`src/rtl/pxd_pkg.sv`:
```
// Shared constants and the event record for the pixel event detector.
// Assumes fixed 12-bit samples and 10-bit coordinates.
package pxd_pkg;
    localparam int PXD_PIX_W   = 12;
    localparam int PXD_COORD_W = 10;

    typedef struct packed {
        logic [PXD_COORD_W-1:0] row;
        logic [PXD_COORD_W-1:0] col;
        logic [PXD_PIX_W-1:0]   val;
    } pxd_event_t;
endpackage

```
`src/rtl/pxd_raster_counter.sv`:
```
// Raster position tracker. Gives the effective row, column and mode of the
// current pixel: the origin and the live mode input on a start-of-frame,
// the registered state otherwise. Accepts nothing until the first
// start-of-frame. Assumes COLS >= 2, ROWS >= 2, both <= 1024.
module pxd_raster_counter
    import pxd_pkg::*;
#(
    parameter int COLS = 16,
    parameter int ROWS = 8
) (
    input  logic                   clk,
    input  logic                   rst_n,
    input  logic                   valid_i,
    input  logic                   sof_i,
    input  logic                   mode_i,
    output logic                   active_o,
    output logic                   mode_o,
    output logic [PXD_COORD_W-1:0] row_o,
    output logic [PXD_COORD_W-1:0] col_o
);
    localparam logic [PXD_COORD_W-1:0] LAST_COL = PXD_COORD_W'(COLS - 1);
    localparam logic [PXD_COORD_W-1:0] LAST_ROW = PXD_COORD_W'(ROWS - 1);

    logic                   active_q;
    logic                   mode_q;
    logic [PXD_COORD_W-1:0] row_q;
    logic [PXD_COORD_W-1:0] col_q;

    // Effective position and mode of the pixel presented this cycle.
    always_comb begin
        active_o = sof_i || active_q;
        mode_o   = sof_i ? mode_i : mode_q;
        row_o    = sof_i ? '0 : row_q;
        col_o    = sof_i ? '0 : col_q;
    end

    // Advance the raster position after each accepted pixel.
    always_ff @(posedge clk) begin
        if (!rst_n) begin
            active_q <= 1'b0;
            mode_q   <= 1'b0;
            row_q    <= '0;
            col_q    <= '0;
        end else if (valid_i && active_o) begin
            active_q <= 1'b1;
            if (sof_i) mode_q <= mode_i;
            if (col_o == LAST_COL) begin
                col_q <= '0;
                row_q <= (row_o == LAST_ROW) ? '0 : row_o + 1'b1;
            end else begin
                col_q <= col_o + 1'b1;
                row_q <= row_o;
            end
        end
    end
endmodule

```
`src/rtl/pxd_bias_map.sv`:
```
// Per-pixel dark-level store: one PIX_W word per raster address, cleared
// by reset. Synchronous write, combinational read of the same address.
module pxd_bias_map #(
    parameter int PIX_W   = 12,
    parameter int ENTRIES = 128,
    parameter int ADDR_W  = $clog2(ENTRIES)
) (
    input  logic              clk,
    input  logic              rst_n,
    input  logic              we_i,
    input  logic [ADDR_W-1:0] addr_i,
    input  logic [PIX_W-1:0]  wdata_i,
    output logic [PIX_W-1:0]  rdata_o
);
    logic [PIX_W-1:0] mem [ENTRIES];

    // Clear on reset, store a bias sample on write.
    always_ff @(posedge clk) begin
        if (!rst_n) begin
            for (int i = 0; i < ENTRIES; i++) mem[i] <= '0;
        end else if (we_i) begin
            mem[addr_i] <= wdata_i;
        end
    end

    // Read the entry addressed by the current pixel.
    always_comb rdata_o = mem[addr_i];
endmodule

```
`src/rtl/pxd_event_fifo.sv`:
```
// Event queue with a sticky overflow flag. A push while full is dropped
// and sets the flag, which takes precedence over a same-cycle clear.
// A pop on an empty queue is ignored. Head is shown combinationally.
module pxd_event_fifo
    import pxd_pkg::*;
#(
    parameter int DEPTH = 8
) (
    input  logic       clk,
    input  logic       rst_n,
    input  logic       push_i,
    input  pxd_event_t din_i,
    input  logic       pop_i,
    input  logic       ovf_clr_i,
    output pxd_event_t dout_o,
    output logic       valid_o,
    output logic       full_o,
    output logic       ovf_o
);
    localparam int PTR_W = (DEPTH > 1) ? $clog2(DEPTH) : 1;
    localparam int CNT_W = $clog2(DEPTH + 1);
    localparam logic [PTR_W-1:0] LAST = PTR_W'(DEPTH - 1);

    pxd_event_t       mem [DEPTH];
    logic [PTR_W-1:0] wr_ptr;
    logic [PTR_W-1:0] rd_ptr;
    logic [CNT_W-1:0] count;
    logic             do_push;
    logic             do_pop;

    // Queue status and head word.
    always_comb begin
        full_o  = (count == CNT_W'(DEPTH));
        valid_o = (count != '0);
        do_push = push_i && !full_o;
        do_pop  = pop_i && valid_o;
        dout_o  = mem[rd_ptr];
    end

    // Store accepted events.
    always_ff @(posedge clk) begin
        if (do_push) mem[wr_ptr] <= din_i;
    end

    // Pointer, occupancy and overflow bookkeeping.
    always_ff @(posedge clk) begin
        if (!rst_n) begin
            wr_ptr <= '0;
            rd_ptr <= '0;
            count  <= '0;
            ovf_o  <= 1'b0;
        end else begin
            if (do_push) wr_ptr <= (wr_ptr == LAST) ? '0 : wr_ptr + 1'b1;
            if (do_pop)  rd_ptr <= (rd_ptr == LAST) ? '0 : rd_ptr + 1'b1;
            if (do_push && !do_pop)      count <= count + 1'b1;
            else if (do_pop && !do_push) count <= count - 1'b1;
            if (push_i && full_o)  ovf_o <= 1'b1;
            else if (ovf_clr_i)    ovf_o <= 1'b0;
        end
    end
endmodule

```
`src/rtl/pixel_event_detector.sv`:
```
// Pixel threshold event detector. Tracks raster position and, per frame,
// either records a bias map or queues pixels whose bias-corrected value
// is above the threshold. Assumes one pixel at most per clock and that
// the processor drains the queue between bursts of events.
module pixel_event_detector
    import pxd_pkg::*;
#(
    parameter int COLS       = 16,
    parameter int ROWS       = 8,
    parameter int FIFO_DEPTH = 8
) (
    input  logic                   clk,
    input  logic                   rst_n,
    input  logic                   pix_valid_i,
    input  logic                   sof_i,
    input  logic [PXD_PIX_W-1:0]   pix_data_i,
    input  logic                   mode_bias_i,
    input  logic [PXD_PIX_W-1:0]   thresh_i,
    input  logic                   evt_rd_i,
    input  logic                   ovf_clr_i,
    output logic                   evt_valid_o,
    output logic [PXD_COORD_W-1:0] evt_row_o,
    output logic [PXD_COORD_W-1:0] evt_col_o,
    output logic [PXD_PIX_W-1:0]   evt_val_o,
    output logic                   ovf_o
);
    localparam int ENTRIES = COLS * ROWS;
    localparam int ADDR_W  = $clog2(ENTRIES);

    logic                   active;
    logic                   mode_bias_eff;
    logic [PXD_COORD_W-1:0] pos_row;
    logic [PXD_COORD_W-1:0] pos_col;
    logic [ADDR_W-1:0]      map_addr;
    logic [PXD_PIX_W-1:0]   bias_val;
    logic [PXD_PIX_W-1:0]   corrected;
    logic                   take;
    logic                   evt_push;
    logic                   fifo_full;
    pxd_event_t             evt_in;
    pxd_event_t             evt_head;

    pxd_raster_counter #(.COLS(COLS), .ROWS(ROWS)) u_raster (
        .clk      (clk),
        .rst_n    (rst_n),
        .valid_i  (pix_valid_i),
        .sof_i    (sof_i),
        .mode_i   (mode_bias_i),
        .active_o (active),
        .mode_o   (mode_bias_eff),
        .row_o    (pos_row),
        .col_o    (pos_col)
    );

    // Raster address, saturating bias subtraction and threshold test.
    always_comb begin
        map_addr  = ADDR_W'(32'(pos_row) * COLS + 32'(pos_col));
        take      = pix_valid_i && active;
        corrected = (pix_data_i > bias_val) ? pix_data_i - bias_val : '0;
        evt_push  = take && !mode_bias_eff && (corrected > thresh_i);
        evt_in    = '{row: pos_row, col: pos_col, val: corrected};
    end

    pxd_bias_map #(.PIX_W(PXD_PIX_W), .ENTRIES(ENTRIES), .ADDR_W(ADDR_W)) u_bias (
        .clk     (clk),
        .rst_n   (rst_n),
        .we_i    (take && mode_bias_eff),
        .addr_i  (map_addr),
        .wdata_i (pix_data_i),
        .rdata_o (bias_val)
    );

    pxd_event_fifo #(.DEPTH(FIFO_DEPTH)) u_fifo (
        .clk       (clk),
        .rst_n     (rst_n),
        .push_i    (evt_push),
        .din_i     (evt_in),
        .pop_i     (evt_rd_i),
        .ovf_clr_i (ovf_clr_i),
        .dout_o    (evt_head),
        .valid_o   (evt_valid_o),
        .full_o    (fifo_full),
        .ovf_o     (ovf_o)
    );

    // Present the head entry fields.
    always_comb begin
        evt_row_o = evt_head.row;
        evt_col_o = evt_head.col;
        evt_val_o = evt_head.val;
    end
endmodule

```
`config.mk`:
```
export PLATFORM = sky130hd
export DESIGN_NAME = pixel_event_detector
export DESIGN_NICKNAME = d
export VERILOG_FILES = /design/src/rtl/pxd_pkg.sv /design/src/rtl/pxd_raster_counter.sv /design/src/rtl/pxd_bias_map.sv /design/src/rtl/pxd_event_fifo.sv /design/src/rtl/pixel_event_detector.sv
export SDC_FILE = /design/constraint.sdc
export NUM_CORES = 2
export LEC_CHECK = 0
export ABC_AREA = 1
export ABC_CLOCK_PERIOD_IN_PS = 25900
export CORE_ASPECT_RATIO = 0.8
export CORE_MARGIN = 10
export CORE_UTILIZATION = 61
export CTS_CLUSTER_SIZE = 8
export DETAILED_ROUTE_END_ITERATION = 6
export DONT_BUFFER_PORTS = 1
export PLACE_DENSITY = 0.81
export SKIP_LAST_GASP = 1
export SYNTH_ARGS = -nofsm -noshare
export SYNTH_HDL_FRONTEND = slang
export SYNTH_SLANG_ARGS = --single-unit
```
`constraint.sdc`:
```
create_clock -name clk -period 25.9 [get_ports clk]
set_clock_uncertainty 0.15 [all_clocks]
set_input_delay 1.295 -clock clk [delete_from_list [all_inputs] [get_ports clk]]
set_output_delay 1.295 -clock clk [all_outputs]
set_load 0.03 [all_outputs]
```
After elaboration in Yosys (flattened, before gate mapping)
Memories as Yosys holds them, arrays and structs flattened. A register that Yosys moved wholly into a read port is not among the register bits. Cells that the tools add are included.

Memory bits (writable): 1792. ROM bits: 0. Flip-flop bits (word level): 33. Latch bits: 0. Logic and storage cells: 67. Output and inout bits: 34. Memories kept: 2. Input bits: 31.

Divide/modulo/power cells: 0. Equal/unequal tests: 5. Shifts and indexed selects: 0. Add/sub/neg operators: 8. Magnitude comparators: 2. $mul: 0. Reduce and logical (&&, ||, !) cells: 18. Bitwise gates (word level): 0. Muxes and demuxes: 24.

Memory list: u_bias.mem (depth 128, bits a word 12, read ports 1, clocked after memory_dff 0, wr ports 128, line pxd_bias_map.sv:15) `logic [PIX_W-1:0] mem [ENTRIES];`; u_fifo.mem (depth 8, bits a word 32, read ports 1, clocked after memory_dff 1, wr ports 1, line pxd_event_fifo.sv:24) `pxd_event_t mem [DEPTH];`.

Operator list (number): 10-bit two-way mux (5); 12-bit > comparator (2); 12-bit two-way mux (2); 10-bit by 1-bit adder with 10-bit output (second input constant) (2); 3-bit two-way mux (4); 12-bit OR reduction (1); 12-bit subtractor (1); 10-bit by 3-bit equality test with 1-bit output (second input constant) (1); 10-bit by 4-bit equality test with 1-bit output (second input constant) (1); 1-bit two-way mux (10); 1-bit logical AND (9); 4-bit two-way mux (2); 7-bit adder (1); 7-bit two-way mux (1); 3-bit by 1-bit adder with 3-bit output (second input constant) (2); 3-bit equality test (second input constant) (2); 4-bit by 1-bit adder with 4-bit output (second input constant) (1); 4-bit equality test (second input constant) (1); 1-bit zero test (4); 2-bit nonzero test (2); 4-bit nonzero test (1); 4-bit by 1-bit subtractor with 4-bit output (second input constant) (1); 1-bit logical OR (1).

Depth between registers and ports, before layout
An unclocked memory read counts as a cell.

Word-level depth: 12. Gate-level depth with buffers: 48. Depth with buffers taken out: 45.

Cells and area by module
From an unflattened synthesis, not the netlist that was laid out.

Cells, all modules: 9879. Area total of the unflattened synthesis: 86085.1 um2.

Modules (own cells, without submodules): pxd_bias_map (instances 1, area each 72485.8 um2, sequential area each 46124.2 um2, cells an instance 8465); pxd_event_fifo (instances 1, area each 10938.0 um2, sequential area each 7967.6 um2, cells an instance 952); pxd_raster_counter (instances 1, area each 1407.6 um2, sequential area each 440.4 um2, cells an instance 238); pixel_event_detector (instances 1, area each 1253.7 um2, sequential area each 0.0 um2, cells an instance 224).

Worst setup path before layout
No wires, ideal clock.

Path type: input port to flip-flop. Start point: in sof_i. End point: mem u_fifo.mem[1][0] in the netlist's numbering (enable). Cell stages on the path: 38. Path slack: 16.725 ns. Arrival: 8.564 ns. Required time: 25.289 ns. Path through: inv_2 > buf_2 > buf_1 > nand2_1 > inv_1 > ha_1 > inv_1 > fa_1 > inv_1 > nand2_1 > nand2_1 > nor2_1 > inv_2 > clkbuf_1 > nor2_1 > nor2_1 > nand2_1 > ha_1 > (+2 left out) > inv_1 > or2_2 > nand4_1 > nand2_1 > clkbuf_1 > nor2_1 > ha_1 > nand2_1 > inv_1 > nand3_1 > nor3_1 > nand2_1 > nand2_1 > inv_1 > nand3_1 > inv_1 > nand2_1 > nor3_1.

Word-level cells in the longest chain between the ends: 10. Elaborated cells on any way between the ends: 17. Classes of those cells: add/sub: 2; order compare: 2; mux: 6; reduce/logical: 6; memory: 1.

RTL lines: start, declared (line pixel_event_detector.sv:15) `input logic sof_i,`; 10-bit two-way mux (*) (line pxd_raster_counter.sv:33) `row_o = sof_i ? '0 : row_q;`; named net pos_row[0] (line pixel_event_detector.sv:32) `logic [PXD_COORD_W-1:0] pos_row;`; 7-bit adder (*) (line pixel_event_detector.sv:57) `map_addr = ADDR_W'(32'(pos_row) * COLS + 32'(pos_col));`; memory 128 x 12 bit (*); 12-bit subtractor or 12-bit > comparator (tied branches) (line pixel_event_detector.sv:59) `corrected = (pix_data_i > bias_val) ? pix_data_i - bias_val : '0;`; 12-bit two-way mux (*) (line pixel_event_detector.sv:59); named net corrected[10] (line pixel_event_detector.sv:36) `logic [PXD_PIX_W-1:0] corrected;`; 12-bit > comparator (*) (line pixel_event_detector.sv:60) `evt_push = take && !mode_bias_eff && (corrected > thresh_i);`; 1-bit logical AND (*) (line pixel_event_detector.sv:60); 1-bit logical AND (*) (line pxd_event_fifo.sv:35) `do_push = push_i && !full_o;`; named net u_fifo.do_push (line pxd_event_fifo.sv:28) `logic do_push;`; 1-bit two-way mux (*) (line pxd_event_fifo.sv:42) `if (do_push) mem[wr_ptr] <= din_i;`; 1-bit two-way mux (implied by the code) (*) (line pxd_event_fifo.sv:42); end, declared (line pxd_event_fifo.sv:24).

Mark *: on every way through the listed nets, which the timed path passes. The rest lies on a longest branch.

Final worst setup path
Start point: in sof_i. End point: mem u_fifo.mem[1][0] in the netlist's numbering (enable).

Word-level cells in the longest chain between the ends: 10. Elaborated cells on any way between the ends: 17. Classes of those cells: add/sub: 2; order compare: 2; mux: 6; reduce/logical: 6; memory: 1.

RTL lines (line): 10-bit two-way mux (on tied branches) (pxd_raster_counter.sv:34, pxd_raster_counter.sv:33); 7-bit adder (*) (pixel_event_detector.sv:57); memory 128 x 12 bit (*); 12-bit subtractor or 12-bit > comparator (tied branches) (pixel_event_detector.sv:59); 12-bit two-way mux (*) (pixel_event_detector.sv:59); named net corrected[11] (pixel_event_detector.sv:36); 12-bit > comparator (*) (pixel_event_detector.sv:60); 1-bit logical AND (*) (pixel_event_detector.sv:60); 1-bit logical AND (*) (pxd_event_fifo.sv:35); named net u_fifo.do_push (pxd_event_fifo.sv:28); 1-bit two-way mux (*) (pxd_event_fifo.sv:42); 1-bit two-way mux (implied by the code) (*) (pxd_event_fifo.sv:42).

Marked as above.

==> impl.org <==
** Floorplanning
- The die covers 155000 um2.
- The die is 354 um tall.
- Once the floorplan was initialized, standard cells occupied 61.4% of the core.
- Count of standard-cell rows :: 122
- The core region is 138000 um2.
- The floorplan step set the die width to 437 um.
- Top-Level Pins :: 65

** Global route
- Overall global routing resource usage :: 30.9%
- Initial antenna violation count :: 7
- First-pass GRT wire length :: 373 mm
- Via count of the first global-routing pass :: 63887
- Maximum number of pins on one net before global-route repair :: 290
- Global routing finished with a remaining overflow of 0.

** Final layout
- At the end of the flow, the number of nets in the layout was 9068.
- Cells with a size suffix above 1 make up 4.72% of the layout.
- The area growth from synthesis to layout is 9.11%.
- The filler cells instantiated in the layout total 10162.
- Registers take 54500 um2.
- Final Instance Count excl. Fillers :: 10913
- Area of the multi-input gates :: 25700 um2

** Clocking
- Clock-pin slew was measured on the worst setup and hold paths at 0.05 ns.
- Post-CTS Resized :: 0
- The clock tree synthesis step divided the H-tree into 5 levels.
- Buffers inserted by post-CTS timing repair :: 0
- Total clock sinks :: 1828
- The longest clock path from root to sink contains 4 buffers.
- Clock tree synthesis selected as its root buffer the cell sky130_fd_sc_hd__clkbuf_16.
- TritonCTS clock tree :: yes
- Total clock buffers created by CTS :: 278
- Buffers inserted to repair hold after CTS numbered 0.
- For the worst-skew pair, the clock arrives at the later sink with an insertion delay of 0.92 ns.

** STA
- The number of pins with negative max-slew slack in the final report is 0.
- RSZ-0062 raised after global routing :: false
- The count of endpoints failing hold in the final timing report was 0.
- Ratio of final minimum period to clock period :: 42.2%
- Final setup fails :: 0
- Final hold slack :: 0.316 ns
- Final TNS setup :: 0 ns
- At the pin with the least slew margin, the transition time is 1.29 ns.
- Maximum clock rate :: 91.6 MHz
- Measured against its own limit, the worst slew margin works out to 13.8%.
- Fin crit period :: 10.92 ns
- Final critical-path setup slack :: 14.98 ns

** Detailed routing
- Detail-routed via count per cell :: 6.10
- The detail route stage leaves a number of antenna-violating nets equal to 0.
- The pre-antenna-repair detailed-routing pass consisted of 7 iterations.
- Number of DRC violations after detailed routing :: 0
- Final wirelength :: 246 mm
- Dividing the detail-routed wire length by the instance count gives 22.6 um.
- Summing over every cut layer, the via total after detailed routing is 66621.
- In this run, the number of DRC markers left after iteration 0 of detailed routing was 11137.

** Power and ir drop
- In this run the power density over the cells is 79.0 nW/um2.
- For this design the total switching power over the nets is 1.86 mW.
- The share of total power dissipated in combinational logic is 10.4%.
- Leakage dissipation :: 39.4 nW
- The share of total power dissipated in the clock network is 43.1%.
- IR Drop Worst-Case VDD :: 0.0000856 V
- Total power of the final layout :: 7.32 mW
- Net switching is 25.4% of the power.
- Internal :: 5.46 mW
- Sequential cells burn 46.5% of the power.

** Worst setup path
- STA classifies the critical path endpoint as a flop.
- At the worst endpoint, the arrival time is 11.32 ns.
- The most numerous cell type found on the critical path is sky130_fd_sc_hd__nand2_1.
- For this run, the slowest stage of the critical path takes 0.85 ns.
- Cell with the biggest individual delay on the critical path :: sky130_fd_sc_hd__buf_4
- Worst endpoint required time :: 26.30 ns
- Along the worst path, the maximum fanout reaches 155.
- CP startpoint kind :: primary input
- Setup CP Type :: in -> reg

** Logic synthesis
- Sorting the synthesized cells by area gives the leading types as sky130_fd_sc_hd__edfxtp_1 (63%), sky130_fd_sc_hd__nand2_1 (11%), sky130_fd_sc_hd__nor2_1 (11%).
- The synthesized design contains 1792 enable-type register cells.
- Count of cell types in the netlist :: 36
- Syn Nets :: 9415
- Post-Syn Area :: 84900 um2
- FFs w/ async S/R, synth :: 0%
- Register bit count reported by yosys :: 1828
- Syn Area/Cell :: 9.09 um2
- sky130_fd_sc_hd__edfxtp_1 takes more of the synthesized area than any other cell.
- Post-synth top area share :: 63.4%
- Most instantiated cells after synthesis :: sky130_fd_sc_hd__nand2_1 (2582), sky130_fd_sc_hd__nor2_1 (2491), sky130_fd_sc_hd__edfxtp_1 (1792)
- The cell count after synthesis came out at 9347.
- After synthesis, flip-flops and latches occupy 64.2% of the total area.
- For this run, the number of Yosys warnings is 0.
- Among all cell types in the netlist, the one instantiated most often is sky130_fd_sc_hd__nand2_1.
- Primary flip-flop cell chosen by synthesis mapping :: sky130_fd_sc_hd__edfxtp_1

** Place
- Detailed placement finished with a half-perimeter wire length of 138 mm.
- Routability cong. :: 0.907
- In this run the tool buffered the top-level ports with 0 buffer cells.
- At the placement stage, the worst setup path has a slack of 14.62 ns.
- The number of placed instances, taps included, is 10580.

** Run
- Across the run, the number of max-cap violations was 0.

** Hold path
- The path class of the tightest hold or removal check is reg -> reg.

** Run status
- Result of the run :: finished clean
layout by cell type, fill, tap and decap left out, types with 3 or more instances in the layout:
cell type | Yosys | routed
sky130_fd_sc_hd__ha_1 | 34 | 34
sky130_fd_sc_hd__dfxtp_1 | 36 | 34
sky130_fd_sc_hd__o21ai_0 | 860 | 859
sky130_fd_sc_hd__nor3_1 | 13 | 11
sky130_fd_sc_hd__nand2_1 | 2582 | 2580
sky130_fd_sc_hd__or2_2 | 5 | 5
sky130_fd_sc_hd__inv_1 | 561 | 548
sky130_fd_sc_hd__nor2_1 | 2491 | 2475
sky130_fd_sc_hd__xor2_1 | 13 | 13
sky130_fd_sc_hd__nor2_2 | 16 | 19
sky130_fd_sc_hd__nor4_1 | 4 | 4
sky130_fd_sc_hd__nand3_1 | 77 | 77
sky130_fd_sc_hd__fa_1 | 3 | 3
sky130_fd_sc_hd__nor2_4 | 7 | 20
sky130_fd_sc_hd__buf_4 | 2 | 51
sky130_fd_sc_hd__buf_12 | 0 | 8
sky130_fd_sc_hd__nand3b_1 | 4 | 4
sky130_fd_sc_hd__clkbuf_1 | 568 | 35
sky130_fd_sc_hd__inv_6 | 0 | 17
sky130_fd_sc_hd__inv_2 | 7 | 8
sky130_fd_sc_hd__nand4_1 | 9 | 9
sky130_fd_sc_hd__a21oi_1 | 47 | 47
sky130_fd_sc_hd__diode_2 | 0 | 7
sky130_fd_sc_hd__a31oi_1 | 34 | 34
sky130_fd_sc_hd__o22ai_1 | 47 | 47
sky130_fd_sc_hd__edfxtp_1 | 1792 | 1792
sky130_fd_sc_hd__clkbuf_16 | 0 | 285
power groups by stage:
stage	Sequential [mW]	Clock, mW	Combinational (mW)
2_1_floorplan	3.43	0	0.546
3_3_place_gp	3.45	0	0.729
3_5_place_dp	3.45	0	0.742
4_1_cts	3.40	3.14	0.751
5_1_grt	3.41	3.27	0.828
6_report	3.40	3.15	0.765
final timing paths:
| kind | start | to | slack [ns] | cells past startpoint |
|---|---|---|---|---|
| min | u_raster.col_q[9]$_SDFFE_PN0P_ | u_raster.col_q[9]$_SDFFE_PN0P_ | 0.32 | 2 |
| max reg2reg | u_raster.col_q[0]$_SDFFE_PN0P_ | u_fifo.mem[1][0]$_DFFE_PP_ | 15.27 | 36 |
| min reg2reg | u_raster.col_q[9]$_SDFFE_PN0P_ | u_raster.col_q[9]$_SDFFE_PN0P_ | 0.32 | 2 |
| max | sof_i | u_fifo.mem[1][0]$_DFFE_PP_ | 14.98 | 32 |
critical path, delay by kind of cell:
family / cells / cell delay (ns)
AO/OA/AOI/OAI: 3 / 0.98
adder cells (fa/ha/maj): 2 / 0.66
buffers and inverters: 7 / 3.69
AND/OR/NAND/NOR: 20 / 4.35
layout make-up:
class,count,share of cell area (%)
Sequential cell,1828,58.8
Multi-Input combinational cell,6262,27.8
Clock buffer,320,7.84
Tap cell,1860,2.51
Inverter,571,2.39
Timing Repair Buffer,59,0.586
Clock inverter,6,0.0513
Antenna cell,7,0.0189
registers in the layout (all words and copies together) (netlist names), 3 cells and up, named ones only:
signal / flops
u_bias.mem: 1536
u_fifo.mem: 256
u_raster.col_q: 10
u_raster.row_q: 10
u_fifo.count: 4
u_fifo.rd_ptr: 3
u_fifo.wr_ptr: 3
cell families after synthesis:
family | Yosys count | share of synthesized area (%)
simple gates | 5213 | 23.4
flops | 1828 | 64.2
buf+inv | 1257 | 5.69
compound gates | 997 | 6.02
fa+ha+maj | 37 | 0.572
xor+xnor | 15 | 0.155
routing by layer:
| layer | GRT usage, % | wire (um) |
|---|---|---|
| met2 | 46.1 | 109000 |
| met3 | 8.65 | 36900 |
| met4 | 14.8 | 12300 |
| met1 | 41.8 | 88200 |
| met5 | 0 | 50 |
through the flow:
step	util, %	instance area, um2
after floorplan	-	84900
after global placement	61.7	85300
after detailed placement	61.7	85300
after CTS	67.0	92700
after global routing	67.0	92700
final	67.0	92700
(Power assumes the default switching activity.)
